File: config.mk
export PLATFORM = sky130hd
export DESIGN_NAME = i2c_scl_gen
export DESIGN_NICKNAME = d
export VERILOG_FILES = /design/src/rtl/i2c_scl_pkg.sv /design/src/rtl/i2c_scl_regs.sv /design/src/rtl/i2c_scl_len.sv /design/src/rtl/i2c_scl_engine.sv /design/src/rtl/i2c_scl_gen.sv
export SDC_FILE = /design/constraint.sdc
export NUM_CORES = 1
export LEC_CHECK = 0
export BUFFER_PORTS_ARGS = -buffer_cell sky130_fd_sc_hd__buf_2
export CAP_MARGIN = 10
export CELL_PAD_IN_SITES_DETAIL_PLACEMENT = 1
export CELL_PAD_IN_SITES_GLOBAL_PLACEMENT = 2
export CORE_ASPECT_RATIO = 0.9
export CORE_MARGIN = 2
export CORE_UTILIZATION = 42
export CTS_CLUSTER_SIZE = 16
export DETAILED_ROUTE_END_ITERATION = 8
export GPL_TIMING_DRIVEN = 0
export HOLD_SLACK_MARGIN = 0.02
export PLACE_DENSITY_LB_ADDON = 0.1
export SLEW_MARGIN = 20
export SYNTH_ARGS = -nofsm -noshare
export SYNTH_HDL_FRONTEND = slang
export SYNTH_HIERARCHICAL = 1
export SYNTH_SLANG_ARGS = --single-unit
File: constraint.sdc
create_clock -name clk -period 7.7 [get_ports clk]
set_input_delay 1.155 -clock clk [delete_from_list [all_inputs] [get_ports clk]]
set_output_delay 1.155 -clock clk [all_outputs]
set_load 0.01 [all_outputs]
File: src/rtl/i2c_scl_pkg.sv
package i2c_scl_pkg;
  // mode register bit positions
  localparam int MB_FMP  = 7;
  localparam int MB_BYP  = 2;
  localparam int MB_SEP  = 1;
  localparam int MB_MSK  = 0;
  // register byte offsets
  localparam int OFS_STD  = 'h14;
  localparam int OFS_MODE = 'h28;
  localparam int OFS_MSK  = 'h2C;
  localparam int OFS_HI   = 'h30;
  localparam int OFS_LO   = 'h34;

  typedef enum logic [1:0] {PH_IDLE, PH_LOW, PH_HIGH} phase_t;
endpackage

File: src/rtl/i2c_scl_regs.sv
module i2c_scl_regs #(
  parameter int ADDR_W      = 6,
  parameter int DATA_W      = 10,
  parameter int CDF_W       = 3,
  parameter int SCGD_W      = 6,
  parameter int SMD_W       = 8,
  parameter int HL_W        = 10,
  parameter int CLK_HZ      = 100_000_000,
  parameter int TICK_MAX_HZ = 20_000_000
) (
  input  logic              clk,
  input  logic              rst,
  input  logic              wr_en,
  input  logic [ADDR_W-1:0] wr_addr,
  input  logic [DATA_W-1:0] wr_data,
  output logic [CDF_W-1:0]  cdf_q,
  output logic [SCGD_W-1:0] scgd_q,
  output logic              fmp_q,
  output logic              byp_q,
  output logic              sep_q,
  output logic              msk_q,
  output logic [SMD_W-1:0]  smd_q,
  output logic [HL_W-1:0]   hi_q,
  output logic [HL_W-1:0]   lo_q,
  output logic              cfg_err
);
  import i2c_scl_pkg::*;

  always_ff @(posedge clk) begin
    if (rst) begin
      cdf_q <= '0; scgd_q <= '0;
      fmp_q <= 1'b0; byp_q <= 1'b0; sep_q <= 1'b0; msk_q <= 1'b0;
      smd_q <= '0; hi_q <= '0; lo_q <= '0;
    end else if (wr_en) begin
      if (wr_addr == ADDR_W'(OFS_STD)) begin
        cdf_q  <= wr_data[CDF_W-1:0];
        scgd_q <= wr_data[CDF_W+SCGD_W-1:CDF_W];
      end
      if (wr_addr == ADDR_W'(OFS_MODE)) begin
        fmp_q <= wr_data[MB_FMP];
        byp_q <= wr_data[MB_BYP];
        sep_q <= wr_data[MB_SEP];
        msk_q <= wr_data[MB_MSK];
      end
      if (wr_addr == ADDR_W'(OFS_MSK)) smd_q <= wr_data[SMD_W-1:0];
      if (wr_addr == ADDR_W'(OFS_HI))  hi_q  <= wr_data[HL_W-1:0];
      if (wr_addr == ADDR_W'(OFS_LO))  lo_q  <= wr_data[HL_W-1:0];
    end
  end

  logic [63:0]     tick_cap;
  logic [HL_W-1:0] hi_eff;
  logic            std_bad, fmp_bad;

  always_comb begin
    tick_cap = byp_q ? 64'(TICK_MAX_HZ)
                     : (64'(cdf_q) + 64'd1) * 64'(TICK_MAX_HZ);
    std_bad  = !fmp_q && (tick_cap < 64'(CLK_HZ));
    hi_eff   = sep_q ? hi_q : lo_q;
    fmp_bad  = fmp_q && msk_q &&
               ((HL_W'(smd_q) >= hi_eff) || (HL_W'(smd_q) >= lo_q));
  end

  always_ff @(posedge clk) begin
    if (rst) cfg_err <= 1'b0;
    else     cfg_err <= std_bad || fmp_bad;
  end

  assert_tick_fast_R10: assert property (@(posedge clk) disable iff (rst)
    (!fmp_q && !byp_q && cdf_q == '0 && (CLK_HZ > TICK_MAX_HZ)) |=> cfg_err);
  assert_mask_order_R10: assert property (@(posedge clk) disable iff (rst)
    (fmp_q && msk_q && HL_W'(smd_q) >= lo_q) |=> cfg_err);
endmodule

File: src/rtl/i2c_scl_len.sv
module i2c_scl_len #(
  parameter int CDF_W  = 3,
  parameter int SCGD_W = 6,
  parameter int SMD_W  = 8,
  parameter int HL_W   = 10,
  parameter int CNT_W  = 12
) (
  input  logic [CDF_W-1:0]  cdf,
  input  logic [SCGD_W-1:0] scgd,
  input  logic              fmp,
  input  logic              byp,
  input  logic              sep,
  input  logic              msk,
  input  logic [SMD_W-1:0]  smd,
  input  logic [HL_W-1:0]   hi,
  input  logic [HL_W-1:0]   lo,
  output logic [CNT_W-1:0]  lo_units,
  output logic [CNT_W-1:0]  hi_units,
  output logic [CDF_W-1:0]  div_m1
);
  logic [CNT_W-1:0] smd_e, std_u;

  always_comb begin
    smd_e = msk ? CNT_W'(smd) : '0;
    std_u = CNT_W'(10) + (CNT_W'(scgd) << 2);
    if (fmp) begin
      lo_units = CNT_W'(4) + smd_e + CNT_W'(lo);
      hi_units = CNT_W'(4) + smd_e + CNT_W'(sep ? hi : lo);
      div_m1   = '0;
    end else begin
      lo_units = std_u;
      hi_units = std_u;
      div_m1   = byp ? '0 : cdf;
    end
  end
endmodule

File: src/rtl/i2c_scl_engine.sv
module i2c_scl_engine #(
  parameter int CDF_W = 3,
  parameter int CNT_W = 12
) (
  input  logic             clk,
  input  logic             rst,
  input  logic             gen_en,
  input  logic             scl_i,
  input  logic [CNT_W-1:0] lo_units,
  input  logic [CNT_W-1:0] hi_units,
  input  logic [CDF_W-1:0] div_m1,
  output logic             scl_oe,
  output logic             rise_stb,
  output logic             fall_stb
);
  import i2c_scl_pkg::*;

  phase_t           ph;
  logic [CNT_W-1:0] cnt, hi_sh;
  logic [CDF_W-1:0] pre, div_sh;
  logic             seen;
  logic             adv, hi_run, start;

  always_comb begin
    adv    = (pre == div_sh);
    hi_run = (ph == PH_HIGH) && (scl_i || seen);
    start  = gen_en && ((ph == PH_IDLE) || (hi_run && adv && cnt == '0));
  end

  always_ff @(posedge clk) begin
    if (rst) begin
      ph <= PH_IDLE; scl_oe <= 1'b0; rise_stb <= 1'b0; fall_stb <= 1'b0;
      cnt <= '0; hi_sh <= '0; pre <= '0; div_sh <= '0; seen <= 1'b0;
    end else begin
      rise_stb <= 1'b0;
      fall_stb <= 1'b0;
      if (!gen_en) begin
        ph <= PH_IDLE; scl_oe <= 1'b0; cnt <= '0; pre <= '0; seen <= 1'b0;
      end else if (start) begin
        ph       <= PH_LOW;
        scl_oe   <= 1'b1;
        fall_stb <= 1'b1;
        cnt      <= lo_units - CNT_W'(1);
        hi_sh    <= hi_units;
        div_sh   <= div_m1;
        pre      <= '0;
        seen     <= 1'b0;
      end else if (ph == PH_LOW) begin
        if (adv) begin
          pre <= '0;
          if (cnt == '0) begin
            ph     <= PH_HIGH;
            scl_oe <= 1'b0;
            cnt    <= hi_sh - CNT_W'(1);
            seen   <= 1'b0;
          end else begin
            cnt <= cnt - CNT_W'(1);
          end
        end else begin
          pre <= pre + CDF_W'(1);
        end
      end else if (hi_run) begin
        seen <= 1'b1;
        if (!seen) rise_stb <= 1'b1;
        if (adv) begin
          pre <= '0;
          cnt <= cnt - CNT_W'(1);
        end else begin
          pre <= pre + CDF_W'(1);
        end
      end
    end
  end

  assert_fall_edge_R9: assert property (@(posedge clk) disable iff (rst)
    fall_stb |-> (scl_oe && !$past(scl_oe)));
  assert_rise_released_R9: assert property (@(posedge clk) disable iff (rst)
    rise_stb |-> !scl_oe);
  assert_strobe_excl_R9: assert property (@(posedge clk) disable iff (rst)
    !(rise_stb && fall_stb));
  assert_idle_release_R2: assert property (@(posedge clk) disable iff (rst)
    !gen_en |=> (!scl_oe && !rise_stb && !fall_stb));
  assert_stretch_hold_R7: assert property (@(posedge clk) disable iff (rst)
    (ph == PH_HIGH && !seen && !scl_i && gen_en) |=> (!scl_oe && !rise_stb));
endmodule

File: src/rtl/i2c_scl_gen.sv
module i2c_scl_gen #(
  parameter int ADDR_W      = 6,
  parameter int DATA_W      = 10,
  parameter int CDF_W       = 3,
  parameter int SCGD_W      = 6,
  parameter int SMD_W       = 8,
  parameter int HL_W        = 10,
  parameter int CLK_HZ      = 100_000_000,
  parameter int TICK_MAX_HZ = 20_000_000
) (
  input  logic              clk,
  input  logic              rst,
  input  logic              wr_en,
  input  logic [ADDR_W-1:0] wr_addr,
  input  logic [DATA_W-1:0] wr_data,
  input  logic              gen_en,
  input  logic              scl_i,
  output logic              scl_oe,
  output logic              rise_stb,
  output logic              fall_stb,
  output logic              cfg_err
);
  localparam int STD_CW = SCGD_W + 3;
  localparam int FMP_CW = HL_W + 2;
  localparam int CNT_W  = (STD_CW > FMP_CW) ? STD_CW : FMP_CW;

  logic [CDF_W-1:0]  cdf_q, div_m1;
  logic [SCGD_W-1:0] scgd_q;
  logic              fmp_q, byp_q, sep_q, msk_q;
  logic [SMD_W-1:0]  smd_q;
  logic [HL_W-1:0]   hi_q, lo_q;
  logic [CNT_W-1:0]  lo_units, hi_units;

  i2c_scl_regs #(
    .ADDR_W(ADDR_W), .DATA_W(DATA_W), .CDF_W(CDF_W), .SCGD_W(SCGD_W),
    .SMD_W(SMD_W), .HL_W(HL_W), .CLK_HZ(CLK_HZ), .TICK_MAX_HZ(TICK_MAX_HZ)
  ) regs_i (
    .clk(clk), .rst(rst), .wr_en(wr_en), .wr_addr(wr_addr), .wr_data(wr_data),
    .cdf_q(cdf_q), .scgd_q(scgd_q), .fmp_q(fmp_q), .byp_q(byp_q),
    .sep_q(sep_q), .msk_q(msk_q), .smd_q(smd_q), .hi_q(hi_q), .lo_q(lo_q),
    .cfg_err(cfg_err)
  );

  i2c_scl_len #(
    .CDF_W(CDF_W), .SCGD_W(SCGD_W), .SMD_W(SMD_W), .HL_W(HL_W), .CNT_W(CNT_W)
  ) len_i (
    .cdf(cdf_q), .scgd(scgd_q), .fmp(fmp_q), .byp(byp_q), .sep(sep_q),
    .msk(msk_q), .smd(smd_q), .hi(hi_q), .lo(lo_q),
    .lo_units(lo_units), .hi_units(hi_units), .div_m1(div_m1)
  );

  i2c_scl_engine #(.CDF_W(CDF_W), .CNT_W(CNT_W)) eng_i (
    .clk(clk), .rst(rst), .gen_en(gen_en), .scl_i(scl_i),
    .lo_units(lo_units), .hi_units(hi_units), .div_m1(div_m1),
    .scl_oe(scl_oe), .rise_stb(rise_stb), .fall_stb(fall_stb)
  );
endmodule

-- Yosys cells after proc, flatten, opt, wreduce, memory -nomap -nowiden
Cells that the tools add are included.
- register bits after elaboration: 78
- bits of input ports: 21
- output and inout bits: 4
- logic and storage cells: 106
- add/sub/neg operators: 9
- multiply operators: 1
- magnitude comparators: 3
- equal/unequal tests: 10
- multiplexer cells: 29
- bitwise logic cells: 2
- reduce and logical (&&, ||, !) cells: 32
- operators with widths (operator ; number):
    12-bit 2-to-1 mux ; 8
    64-bit by 27-bit less-than comparator with 1-bit output, second input constant ; 1
    64-bit by 17-bit multiplier with 56-bit output, second input constant ; 1
    64-bit 2-to-1 mux ; 1
    12-bit by 1-bit subtractor with 12-bit output, second input constant ; 3
    6-bit equality test, second input constant ; 4
    8-bit by 10-bit greater-or-equal comparator with 1-bit output ; 2
    10-bit 2-to-1 mux ; 2
    3-bit 2-to-1 mux ; 5
    2-bit AND reduction ; 7
    12-bit by 10-bit adder with 12-bit output ; 1
    12-bit adder ; 1
    3-bit by 12-bit adder with 12-bit output, first input constant ; 1
    12-bit zero test ; 1
    1-bit 2-to-1 mux ; 12
    4-bit by 8-bit adder with 9-bit output, first input constant ; 1
    3-bit AND reduction ; 3
    8-bit 2-to-1 mux ; 1
    2-bit nonzero test ; 4
    1-bit logical AND ; 7
    6-bit by 5-bit equality test with 1-bit output, second input constant ; 1
    5-bit OR reduction ; 1
    3-bit by 1-bit adder with 4-bit output, second input constant ; 1
    1-bit logical OR ; 4
    other kinds (12) ; 13

-- Depth between registers and ports, before layout
- depth in word-level cells: 8
- mapped depth: 16
- mapped depth without buffers: 16

-- Modules after synthesis
The synthesis kept the hierarchy.
- by module, submodules not included (module ; instances ; cells an instance ; area each (sq um) ; seq. area each (sq um)):
    i2c_scl_regs ; 1 ; 291 ; 2728.9 ; 840.8
    i2c_scl_engine ; 1 ; 284 ; 2204.6 ; 700.7
    i2c_scl_len ; 1 ; 176 ; 1328.8 ; 0.0

-- Worst setup path before layout
No wires, ideal clock.
- kind: register to register
- start point: register regs_i.cdf_q[0]
- end point: register regs_i.cfg_err
- setup time: 0.083 ns
- arrival: 3.387 ns
- required time: 7.617 ns
- setup slack: 4.231 ns
- cell stages (with the launch flop): 15
- path buffers: 1
- period minus slack after synthesis: 3.469 ns
- cell sequence: dfxtp_1 -> clkbuf_1 -> inv_1 -> ha_1 -> ha_1 -> xnor2_1 -> xor2_1 -> ha_1 -> a21o_1 -> a21oi_1 -> o31ai_1 -> a311o_1 -> a21oi_2 -> o221ai_1 -> o221ai_1
- word-level cells in the longest chain between the ends: 6
- ends and longest elaborated chain (element ; RTL line ; text):
    start: declaration ; i2c_scl_regs.sv:16 ; output logic [CDF_W-1:0] cdf_q,
    start signal: assignment ; i2c_scl_regs.sv:36 ; cdf_q <= wr_data[CDF_W-1:0];
    3-bit by 1-bit adder with 4-bit output ; i2c_scl_regs.sv:57 ; : (64'(cdf_q) + 64'd1) * 64'(TICK_MAX_HZ);
    64-bit by 17-bit multiplier with 56-bit output ; i2c_scl_regs.sv:57 ;
    64-bit 2-to-1 mux ; i2c_scl_regs.sv:56 ; tick_cap = byp_q ? 64'(TICK_MAX_HZ)
    64-bit by 27-bit less-than comparator with 1-bit output ; i2c_scl_regs.sv:58 ; std_bad = !fmp_q && (tick_cap < 64'(CLK_HZ));
    1-bit logical AND ; i2c_scl_regs.sv:58 ;
    1-bit logical OR ; i2c_scl_regs.sv:66 ; else cfg_err <= std_bad || fmp_bad;
    end signal: assignment ; i2c_scl_regs.sv:66 ;
    end: declaration ; i2c_scl_regs.sv:25 ; output logic cfg_err
No other way between the ends.
A chain may end at the register's enable or synchronous reset.

-- Worst setup path after layout
Ends and elaborated chain as after synthesis.

==> results.cfg <==
[timing]
finalHoldViolations = 0
post-route-min-period_ns = 4.17
relSlewSlack_pct = 35.3
setup-tns-final_ns = 0
finalMaxSlewViolations = 0
final-setup-viol-count = 0
fmaxAchievable_ghz = 0.240
skew_ns = 0.00685
finalWorstSetupSlack_ns = 3.53
hold_slack_ns = 0.449
grt_setup_unrepaired = no
layout_worst_path_cycle_share_pct = 54.2
max_slew.worst_pin.slew_ns = 0.967

[clocking]
path_clk_slew_ns = 0.06
postCtsHoldBufs = 0
postCtsSetupRepairBufs = 0
post_cts_resized = 0
max-clock-path-buffers = 2
tritoncts = built
cts_made_buffers = 9
cts.htree.levels = 3
root_buffer = clkbuf_16
tritoncts_num_sinks = 77
clock_insertion_delay_worst_skew_ns = 0.35

[floorplan]
core_area_mm2 = 0.0147
initial_core_util_pct = 42.7
placement_rows = 42
fp.dieW_um = 133
dieHeight_um = 120
die_area_mm2 = 0.0159
ioPinCount = 25

[placed_design]
rd_place_congestion = 0.911
port-buffer-count = 23
dp_hpwl_um = 14700
placement.setup.worst_slack_ns = 3.51
placedCellCount = 973
postPlaceCellArea_mm2 = 0.00663

[grt]
globalRoute.totalOverflow = 0
antenna_found_initial = 0
global_route.usage.total_pct = 24.9
grt_first_pass_wirelength_um = 31300
via_count_of_the_first_global_routing_pass = 6007
grt_max_degree = 14

[cells_and_area]
antenna_cells_inserted = 0
stdcell_count = 989
finalInstanceArea_mm2 = 0.00693
design.final.nets = 872
post_route_cells_drive_above_1_share_pct = 10.7
fillers = 1787
flow.area_growth_from_synthesis_pct = 10.7

[route]
firstDrtPassIters = 4
post-route-drc-count = 0
drt.antenna.violating_nets = 0
wire_length_per_cell_after_detailed_routing_um = 18.9
finalWirelength_um = 18700
drtIter0Drc = 257
routed-via-count = 5650
vias_per_cell = 5.71

[yosys]
yosys.cell_types.count = 79
netlist.top_cell.by_area = dfxtp_1
yosysSeqAreaShare_pct = 24.6
synthArstFlopShare_pct = 0
synth_edf_count = 0
avgSynthCellArea_um2 = 8.34
area_fraction_of_the_dominant_cell_type_after_synthesis_pct = 24.6
largest_cells_by_area_after_synthesis = dfxtp_1 25%, ha_1 12%, mux2i_1 8.0%
synth.cell_area_mm2 = 0.00626
yosys_warnings = 6
synthCells = 751
yosys_register_bits = 77
ys.flop_type = dfxtp_1

[setup_path]
worst-r2r-cell-count = 13
worst_r2r_endpoint = regs_i/cfg_err
timing.reg2reg.setup_slack_ns = 3.53
worstPathCellList = clkbuf_1, inv_1, nor2_1, ha_1, fa_1, ha_1, clkbuf_1, o21ai_0, o31ai_1, xnor2_1, o211ai_1, a311oi_1, o221ai_1
worst-setup-path-type = flip-flop to flip-flop
max_stage_delay_cell_worst_path = o31ai_1
critPathRequiredTime_ns = 7.89
crit_path_start_kind = flip-flop
worstPathArrival_ns = 4.36
critPathMaxStageDelay_ns = 0.50
end_kind = flip-flop
critical_path_peak_fanout = 8
r2r-start = regs_i/cdf_q[0]

[hold_path]
holdCritStartpoint = eng_i/seen
hold_depth = 1
holdPathEnd = eng_i/rise_stb
worst_hold_path_type = flip-flop to flip-flop

[power]
power.ir.vdd_worst_v = 0.0000860
static-leakage-power_nw = 2.74
power.density_mw_per_mm2 = 139

[run_status]
outcome = finished, final reports clean

[run]
max_capacitance_violation_count = 0
## final cells by class
type                            count  area, µm²  area share (%)
Buffer                             29        145            2.09
Clock buffer                       12        246            3.56
Clock inverter                      4       55.1           0.794
Inverter                           26        100            1.44
Multi-Input combinational cell    620       4480            64.6
Sequential cell                    77       1540            22.2
Tap cell                          198        248            3.57
Timing Repair Buffer               23        115            1.66
## report_power, final
| part | switching (W) | internal, W |
|---|---|---|
| Clock | 0.000183 | 0.000263 |
| Sequential | 0.00000727 | 0.000404 |
| Combinational | 0.0000676 | 0.0000409 |
| Total | 0.000258 | 0.000708 |
## synthesized netlist by cell type, types with 3 or more instances
library cell and instances:
a2111oi_0 4, a211oi_1 12, a21o_1 14, a21oi_1 46, a21oi_2 4, a31oi_1 4, a41oi_1 3, and2_1 17
and3_1 3, buf_1 4, buf_6 3, clkbuf_1 17, dfxtp_1 77, fa_1 4, ha_1 61, inv_1 25
mux2_2 11, mux2i_1 50, nand2_1 65, nand2b_1 12, nand3_1 12, nand4_1 5, nand4b_1 3, nor2_1 76
nor2b_1 6, nor3_1 17, nor3_2 3, nor3b_1 5, nor4_1 10, nor4b_1 3, o211ai_1 6, o21a_1 5
o21ai_0 33, o21bai_1 3, o221ai_1 4, o31ai_1 6, or2_2 4, or3_1 4, or4_1 5, xnor2_1 38
xor2_1 16
## routing by layer
layer  global-route usage [%]  routed length (µm)
met1                     33.1                9050
met5                        0                   0
met3                     5.15                 680
met2                     41.9                8760
met4                     4.97                 165
## how the worst max path moves through the flow
stage / from / endpoint / depth (start not counted)
after floorplan: regs_i/cdf_q[0] / regs_i/cfg_err / 14
after global placement: regs_i/cdf_q[0] / regs_i/cfg_err / 13
after detailed placement: regs_i/cdf_q[0] / regs_i/cfg_err / 13
after CTS: regs_i/cdf_q[0] / regs_i/cfg_err / 13
after global routing: regs_i/cdf_q[0] / regs_i/cfg_err / 13
final: regs_i/cdf_q[0] / regs_i/cfg_err / 13
## per-stage QoR
stage               util [%]  power [W]
floorplan                  -   0.000490
CTS                     47.3   0.000978
global route            47.3    0.00101
global placement        45.2   0.000523
detailed placement      45.2   0.000527
finish                  47.3   0.000966
## sequential cells by signal (all words and copies together) (netlist names)
name	flops
eng_i/cnt	12
eng_i/hi_sh	12
regs_i/hi_q	10
regs_i/lo_q	10
regs_i/smd_q	8
regs_i/scgd_q	6
eng_i/div_sh	3
eng_i/pre	3
regs_i/cdf_q	3
eng_i/fall_stb	1
eng_i/ph	1
eng_i/rise_stb	1
eng_i/scl_oe	1
eng_i/seen	1
regs_i/byp_q	1
regs_i/cfg_err	1
regs_i/fmp_q	1
regs_i/msk_q	1
regs_i/sep_q	1
## kinds of logic (layout without fill, tap and decap cells)
family,count (synthesis),count (layout),share of synthesized area (%)
other,1,2,0.0599
adders and majority gates,66,66,13.7
and+or+nand+nor,264,264,21.3
muxes,62,62,10.3
buffers and inverters,55,94,3.92
xor gates and xnor gates,55,55,7.81
AOI/OAI and AO/OA,171,171,18.3
DFF,77,77,24.6
## critical path: cells and delay by family, from the launching register on
family	cells	cell delay [ns]
DFF	1	0.36
buffers and inverters	3	0.80
AOI/OAI and AO/OA	5	1.27
xor gates and xnor gates	1	0.18
and+or+nand+nor	1	0.36
adders and majority gates	3	1.03
## layout by cell type, fill, tap and decap left out, types with 5 or more instances in the layout
cell and instances:
a211oi_1 12, a21o_1 14, a21oi_1 46, and2_1 17, buf_2 24, clkbuf_1 19, clkbuf_16 9, dfxtp_1 77
ha_1 61, inv_1 25, mux2_2 11, mux2i_1 50, nand2_1 65, nand2b_1 12, nand3_1 12, nand4_1 5
nor2_1 76, nor2b_1 6, nor3_1 17, nor3b_1 5, nor4_1 10, o211ai_1 6, o21a_1 5, o21ai_0 33
o31ai_1 6, or4_1 5, xnor2_1 38, xor2_1 16
Note: power is estimated with default switching activity, not from simulation.
